**config.mk**
```make
export PLATFORM = sky130hd
export DESIGN_NAME = psw_flag_unit
export DESIGN_NICKNAME = d
export VERILOG_FILES = /design/src/rtl/psw_pkg.sv /design/src/rtl/flag_alu.sv /design/src/rtl/sat_prefix.sv /design/src/rtl/irq_gate.sv /design/src/rtl/psw_flag_unit.sv
export SDC_FILE = /design/constraint.sdc
export NUM_CORES = 1
export LEC_CHECK = 0
export BUFFER_PORTS_ARGS = -buffer_cell sky130_fd_sc_hd__buf_2
export CORE_MARGIN = 4
export CORE_UTILIZATION = 50
export DETAILED_ROUTE_END_ITERATION = 6
export PLACE_DENSITY_LB_ADDON = 0.25
export SYNTH_ARGS = -nofsm -noshare
export SYNTH_HDL_FRONTEND = slang
export SYNTH_SLANG_ARGS = --single-unit
```
**constraint.sdc**
```tcl
create_clock -name clk_i -period 2.4 [get_ports clk_i]
set_clock_uncertainty 0.1 [all_clocks]
set_input_delay 0.12 -clock clk_i [delete_from_list [all_inputs] [get_ports clk_i]]
set_output_delay 0.12 -clock clk_i [all_outputs]
set_load 0.1 [all_outputs]
```
**src/rtl/psw_pkg.sv**
```systemverilog
package psw_pkg;
  localparam int PSW_W   = 16;
  localparam int ST_BIT  = 15;
  localparam int RSV_BIT = 12;
  localparam int IE_BIT  = 11;
  localparam int IM_LSB  = 8;

  typedef enum logic [1:0] {
    OP_ADD  = 2'b00,
    OP_SUB  = 2'b01,
    OP_CMP  = 2'b10,
    OP_CMPX = 2'b11
  } op_kind_e;

  typedef struct packed {
    logic v;
    logic c;
    logic n;
    logic z;
  } flags_t;
endpackage

```
**src/rtl/flag_alu.sv**
```systemverilog
module flag_alu
  import psw_pkg::*;
#(
  parameter int DATA_W = 24,
  parameter int LOW_W  = 16
) (
  input  logic [DATA_W-1:0] a_i,
  input  logic [DATA_W-1:0] b_i,
  input  logic [1:0]        kind_i,
  input  logic              sat_en_i,
  output logic [DATA_W-1:0] res_o,
  output logic              wr_o,
  output flags_t            full_o,
  output flags_t            low_o
);
  localparam int MSB = DATA_W - 1;
  localparam int LMSB = LOW_W - 1;
  localparam logic [DATA_W-1:0] SMAX = {1'b0, {(DATA_W-1){1'b1}}};
  localparam logic [DATA_W-1:0] SMIN = {1'b1, {(DATA_W-1){1'b0}}};

  logic              is_sub, is_cmp;
  logic [DATA_W:0]   full_x;
  logic [LOW_W:0]    low_x;
  logic [DATA_W-1:0] raw;
  logic              ovf_full, ovf_low, clamp;

  assign is_sub = (op_kind_e'(kind_i) != OP_ADD);
  assign is_cmp = kind_i[1];
  assign wr_o   = !is_cmp;

  always_comb begin
    if (is_sub) begin
      full_x = {1'b0, a_i} - {1'b0, b_i};
      low_x  = {1'b0, a_i[LMSB:0]} - {1'b0, b_i[LMSB:0]};
    end else begin
      full_x = {1'b0, a_i} + {1'b0, b_i};
      low_x  = {1'b0, a_i[LMSB:0]} + {1'b0, b_i[LMSB:0]};
    end
  end

  assign raw = full_x[MSB:0];

  // subtract overflows on differing signs, add on equal signs
  assign ovf_full = ((a_i[MSB] ^ b_i[MSB]) == is_sub) && (raw[MSB] != a_i[MSB]);
  assign ovf_low  = ((a_i[LMSB] ^ b_i[LMSB]) == is_sub) && (low_x[LMSB] != a_i[LMSB]);

  assign clamp = sat_en_i && ovf_full && !is_cmp;
  assign res_o = clamp ? (a_i[MSB] ? SMIN : SMAX) : raw;

  assign full_o = '{v: ovf_full, c: full_x[DATA_W], n: res_o[MSB],  z: (res_o == '0)};
  assign low_o  = '{v: ovf_low,  c: low_x[LOW_W],   n: res_o[LMSB], z: (res_o[LMSB:0] == '0)};
endmodule

```
**src/rtl/sat_prefix.sv**
```systemverilog
module sat_prefix (
  input  logic clk_i,
  input  logic rst_ni,
  input  logic arm_i,
  input  logic consume_i,
  output logic armed_o
);
  always_ff @(posedge clk_i or negedge rst_ni) begin
    if (!rst_ni)        armed_o <= 1'b0;
    else if (arm_i)     armed_o <= 1'b1;
    else if (consume_i) armed_o <= 1'b0;
  end


  disarm_after_op_chk: assert property (@(posedge clk_i) disable iff (!rst_ni)
    consume_i && !arm_i |=> !armed_o);
endmodule

```
**src/rtl/irq_gate.sv**
```systemverilog
module irq_gate #(
  parameter int IM_W = 3
) (
  input  logic            clk_i,
  input  logic            rst_ni,
  input  logic            ie_i,
  input  logic [IM_W-1:0] mask_i,
  input  logic            req_i,
  input  logic [IM_W-1:0] level_i,
  output logic            accept_o
);
  assign accept_o = req_i && ie_i && (level_i <= mask_i);


  disabled_refuse_chk: assert property (@(posedge clk_i) disable iff (!rst_ni)
    !ie_i |-> !accept_o);

  above_mask_chk: assert property (@(posedge clk_i) disable iff (!rst_ni)
    (level_i > mask_i) |-> !accept_o);
endmodule

```
**src/rtl/psw_flag_unit.sv**
```systemverilog
module psw_flag_unit
  import psw_pkg::*;
#(
  parameter int DATA_W = 24,
  parameter int LOW_W  = 16,
  parameter int IM_W   = 3
) (
  input  logic              clk_i,
  input  logic              rst_ni,
  input  logic              op_valid_i,
  input  logic [1:0]        op_kind_i,
  input  logic [DATA_W-1:0] op_a_i,
  input  logic [DATA_W-1:0] op_b_i,
  input  logic              sat_flip_i,
  input  logic              psw_we_i,
  input  logic [15:0]       psw_wdata_i,
  input  logic              irq_req_i,
  input  logic [IM_W-1:0]   irq_level_i,
  output logic [DATA_W-1:0] result_o,
  output logic              result_valid_o,
  output logic [15:0]       psw_o,
  output logic              irq_accept_o
);
  localparam logic [PSW_W-1:0] WMASK = ~(PSW_W'(1) << RSV_BIT);

  logic [PSW_W-1:0]  psw_q;
  logic [DATA_W-1:0] res_q, alu_res;
  logic              valid_q, alu_wr, flip_armed, sat_eff;
  flags_t            full_f, low_f;

  sat_prefix u_prefix (
    .clk_i     (clk_i),
    .rst_ni    (rst_ni),
    .arm_i     (sat_flip_i),
    .consume_i (op_valid_i),
    .armed_o   (flip_armed)
  );

  assign sat_eff = psw_q[ST_BIT] ^ flip_armed;

  flag_alu #(.DATA_W(DATA_W), .LOW_W(LOW_W)) u_alu (
    .a_i      (op_a_i),
    .b_i      (op_b_i),
    .kind_i   (op_kind_i),
    .sat_en_i (sat_eff),
    .res_o    (alu_res),
    .wr_o     (alu_wr),
    .full_o   (full_f),
    .low_o    (low_f)
  );

  always_ff @(posedge clk_i or negedge rst_ni) begin
    if (!rst_ni) begin
      psw_q <= '0;
    end else if (psw_we_i) begin
      psw_q <= psw_wdata_i & WMASK;
    end else if (op_valid_i) begin
      psw_q[7:0] <= {full_f, low_f};
    end
  end

  always_ff @(posedge clk_i or negedge rst_ni) begin
    if (!rst_ni) begin
      res_q   <= '0;
      valid_q <= 1'b0;
    end else begin
      valid_q <= op_valid_i && alu_wr;
      if (op_valid_i && alu_wr) res_q <= alu_res;
    end
  end

  irq_gate #(.IM_W(IM_W)) u_irq (
    .clk_i    (clk_i),
    .rst_ni   (rst_ni),
    .ie_i     (psw_q[IE_BIT]),
    .mask_i   (psw_q[IM_LSB +: IM_W]),
    .req_i    (irq_req_i),
    .level_i  (irq_level_i),
    .accept_o (irq_accept_o)
  );

  assign psw_o          = psw_q;
  assign result_o       = res_q;
  assign result_valid_o = valid_q;


  direct_write_chk: assert property (@(posedge clk_i) disable iff (!rst_ni)
    psw_we_i |=> psw_o == ($past(psw_wdata_i) & 16'hEFFF));

  cmp_hold_chk: assert property (@(posedge clk_i) disable iff (!rst_ni)
    op_valid_i && op_kind_i[1] |=> $stable(result_o) && !result_valid_o);

  zero_nest_chk: assert property (@(posedge clk_i) disable iff (!rst_ni)
    op_valid_i && !psw_we_i |=> (!psw_o[4] || psw_o[0]));

  flip_keeps_st_chk: assert property (@(posedge clk_i) disable iff (!rst_ni)
    sat_flip_i && !psw_we_i |=> $stable(psw_o[15]));
endmodule

```
==> results summary <==
The number of rows in the core area is 32. The cell with the largest stage delay on the worst path is a221o_1. The number of buffers created by CTS is 5. STA puts the critical path data required time at 2.51 ns. The area enclosed by the die boundary came out at 9410 um^2.

The leakage power is 0.00302 uW. Timing analysis after detailed placement gives a worst setup slack of -1.71 ns. STA classifies the critical path endpoint as a flip-flop.

The run finished, with violations left. Relative to the synthesized area, the layout overhead comes to 58.6%. The post-route core utilization came out at 81.3%.

Setup repair after global routing could not meet its margin everywhere. The worst slew slack as a fraction of its limit came out at 40.9%. The number of sinks handled by clock tree synthesis is 41. The top fanout value on the critical path is 20. Global routing used 27.9% of the available tracks.

The fraction of layout cells with a size suffix above 1 came out at 47.7%. The total power draw is 4660 uW. The core area came out at 7730 um^2. The synthesized netlist contains 75 unique library cells. The number of global-route vias before repair is 4792. The top-level port count came out at 117.

After technology mapping, the gate count stands at 480. The cell count after placement is 813. The initial utilization of the core area, before any placement, comes to 51.2%. The setup violation total in the final timing report is 32. The synthesized netlist net count came out at 584.

The first global-routing pass estimated 22200 um of wire. The worst ir drop on vdd came out at 0.000380 V. The most used standard cell by instance count after synthesis is nand2_1.

The synthesized design devotes to its leading area cell type 25.9% of total area. The number of hold violations in the final report is 0. In this run the remaining antenna-violating nets after routing total 0. The number of synthesized flops with an enable pin is 0. The commonest cells after synthesis are 48 x nand2_1, 42 x a21oi_1, 41 x dfrtp_1, 37 x nor2_1. The number of pins exceeding their max-slew limit in the final report came to 0. After synthesis the cells add up to 3960 um^2. TritonCTS built the clock tree.

The floorplan step set the die width to 97.0 um. The number of inserted diodes is 0. The start-to-end type of the worst setup path is input pin to flip-flop.

The arrival time at the worst endpoint is 3.87 ns. On the worst path, the slowest cell contributes a delay of 0.40 ns. The actual transition at the worst max-transition pin came out at 0.887 ns. Dividing the detail-routed wire length by the instance count gives 16.2 um. The final cell count without fillers is 849.

The initial antenna violation count is 0. The wire-length estimate of the detail-placed layout is 9660 um. The iteration-0 DRC count of the detailed router came out at 301.

After synthesis, the cell types taking the most area are dfrtp_1 26%, ha_1 8.8%, a21oi_1 5.3%. Traced cell by cell, the critical path runs through buf_6 > or3_4 > nor4_4 > nand2_1 > or2_4 > nor2_4 > a21oi_2 > nor2_1 > xor2_1 > ha_1 > and2_4 > and3_4 > a221o_1 > mux2i_2 > o31ai_4 > o21ai_2 > buf_12 > o21ai_1 > o21ai_1. The number of nets in the layout is 850.

The count of buffers added on input and output ports is 114. The clock-pin slew of the registers on the worst-case setup and hold paths came out at 0.07 ns. The worst hold margin came out at 0.0331 ns. The final reports fail on negative setup slack.

Based on the critical path, the design can be clocked at up to 266 MHz. By instance count, the cell type seen most on the critical path is o21ai_1. The clock passes through at most 2 buffers. The routed design could run at a clock period as short as 3.76 ns. After synthesis, the share of flip-flops with an asynchronous set or reset is 100%.

The remaining global-route overflow came out at 0. The setup check on the worst reg-to-reg path leaves a slack of 0.12 ns. The synthesized design spends more area on one cell type than any other, namely dfrtp_1. Among all flip-flop cells after synthesis, the most frequent one is dfrtp_1. The later pin in the worst-skew pair is clocked with a latency of 0.30 ns.

The number of H-tree levels came out at 2. The final clock period utilization by the worst path came out at 157%. The path class of the tightest hold or removal check is input pin to flip-flop. Dividing total power by cell area gives a power density of 742 nW/um^2. During synthesis, Yosys emitted a total of 0 warnings.

The routed via count divided by cell count is 5.71. The first-pass iteration count of the detailed router is 5. The share of the Yosys chip area taken by registers is 25.9%. The worst setup path is launched from an input pin. In this run the mean area of a mapped cell was 8.25 um^2.

The final setup slack of the worst path is -1.36 ns. The number of max-cap violations is 0. The count of vias placed by the detailed router came out at 4847. In this run the clock root is driven by a clkbuf_8. After detailed routing, the total wire length is 13800 um. The weighted congestion reported at the end of routability-driven placement came out at 0.912. The total of flip-flops plus latches after synthesis is 41. The height of the die came out at 97.0 um. The pin count of the biggest net entering global routing came out at 50. After detailed routing, the number of remaining DRC violations is 0.
-- critical path: cells and delay by family --
kind                     cells  cell delay (ns)
AO/OA/AOI/OAI                6             1.21
XOR/XNOR                     1             0.17
adder cells (fa/ha/maj)      1             0.28
buffers and inverters        2             0.30
multiplexers                 1             0.26
AND/OR/NAND/NOR              8             1.52
-- flip-flops by register name, summed over array words and instances, names as in the netlist --
name and count:
psw_o 15, result_o 24, result_valid_o 1, u_prefix.armed_o 1
-- metrics by stage --
step	setup TNS, ns	cell area (um^2)
6_report	-39.46	6280
5_1_grt	-45.24	6280
4_1_cts	-37.37	6140
3_5_place_dp	-51.36	5670
3_3_place_gp	-45.97	5670
2_1_floorplan	-39.42	4030
-- report_power, final --
group	switching (uW)	internal [uW]	total (uW)
Clock	240	339	579
Sequential	88.4	829	917
Combinational	2070	1090	3160
Total	2400	2260	4660
-- cells by family after synthesis --
group / share of synthesized area [%]
muxes: 2.56
and+or+nand+nor: 18.6
buffers and inverters: 5.21
adders and majority gates: 9.35
other: 0.0947
xor gates and xnor gates: 8.40
DFF: 25.9
AOI/OAI and AO/OA: 29.8
-- path summary, 6_finish.rpt --
path,from,endpoint,cells past startpoint
max,op_b_i[4],result_o[14],19
min reg2reg,result_o[4],result_o[4],2
max reg2reg,psw_o[15],psw_o[4],9
max in group asynchronous,rst_ni,psw_o[9],2
min in group asynchronous,rst_ni,result_o[12],2
min,psw_wdata_i[10],psw_o[10],3
-- cell usage in the layout (no fill, tap or decap), drive strengths merged, types with 4 or more instances in the layout --
cell and count:
a211oi 6, and2 6, or2 4, clkbuf 7, nor4 8, dfrtp 41, or3 6, and3 4
dlygate4sd3 16, nor2 38, nor3 14, o21ai 53, buf 263, mux2 6, ha 28, inv 20
xor2 17, a21o 9, a21oi 43, nand2b 8, o21a 8, xnor2 21, nand2 50, o31ai 12
-- per-layer routing --
layer	part of all wire, %	vias to the layer above	GRT usage, %
met5	0	-	0
met4	3.1	0	10.3
met3	6.2	43	4.33
met2	51	216	48.9
met1	40	2297	34.6
li1	-	2291	-
-- what timing repair did --
| item | CTS | global route |
|---|---|---|
| hold endpoints to repair | 55 | 1 |
| hold buffers | 15 | 1 |
| gates resized for setup | 33 | 26 |
| endpoints found under the setup margin | 32 | 32 |
| setup buffers | 7 | 2 |
| pin swaps | 24 | 14 |
| cloned | 2 | 1 |
-- layout make-up --
type | count | area (um^2)
Fill cell | 466 | 1450
Tap cell | 102 | 128
Clock inverter | 1 | 30.0
Inverter | 20 | 75.1
Sequential cell | 41 | 1030
Clock buffer | 7 | 86.3
Multi-Input combinational cell | 399 | 3030
Timing Repair Buffer | 279 | 1910
No activity file was read; power rests on OpenSTA's default activity.
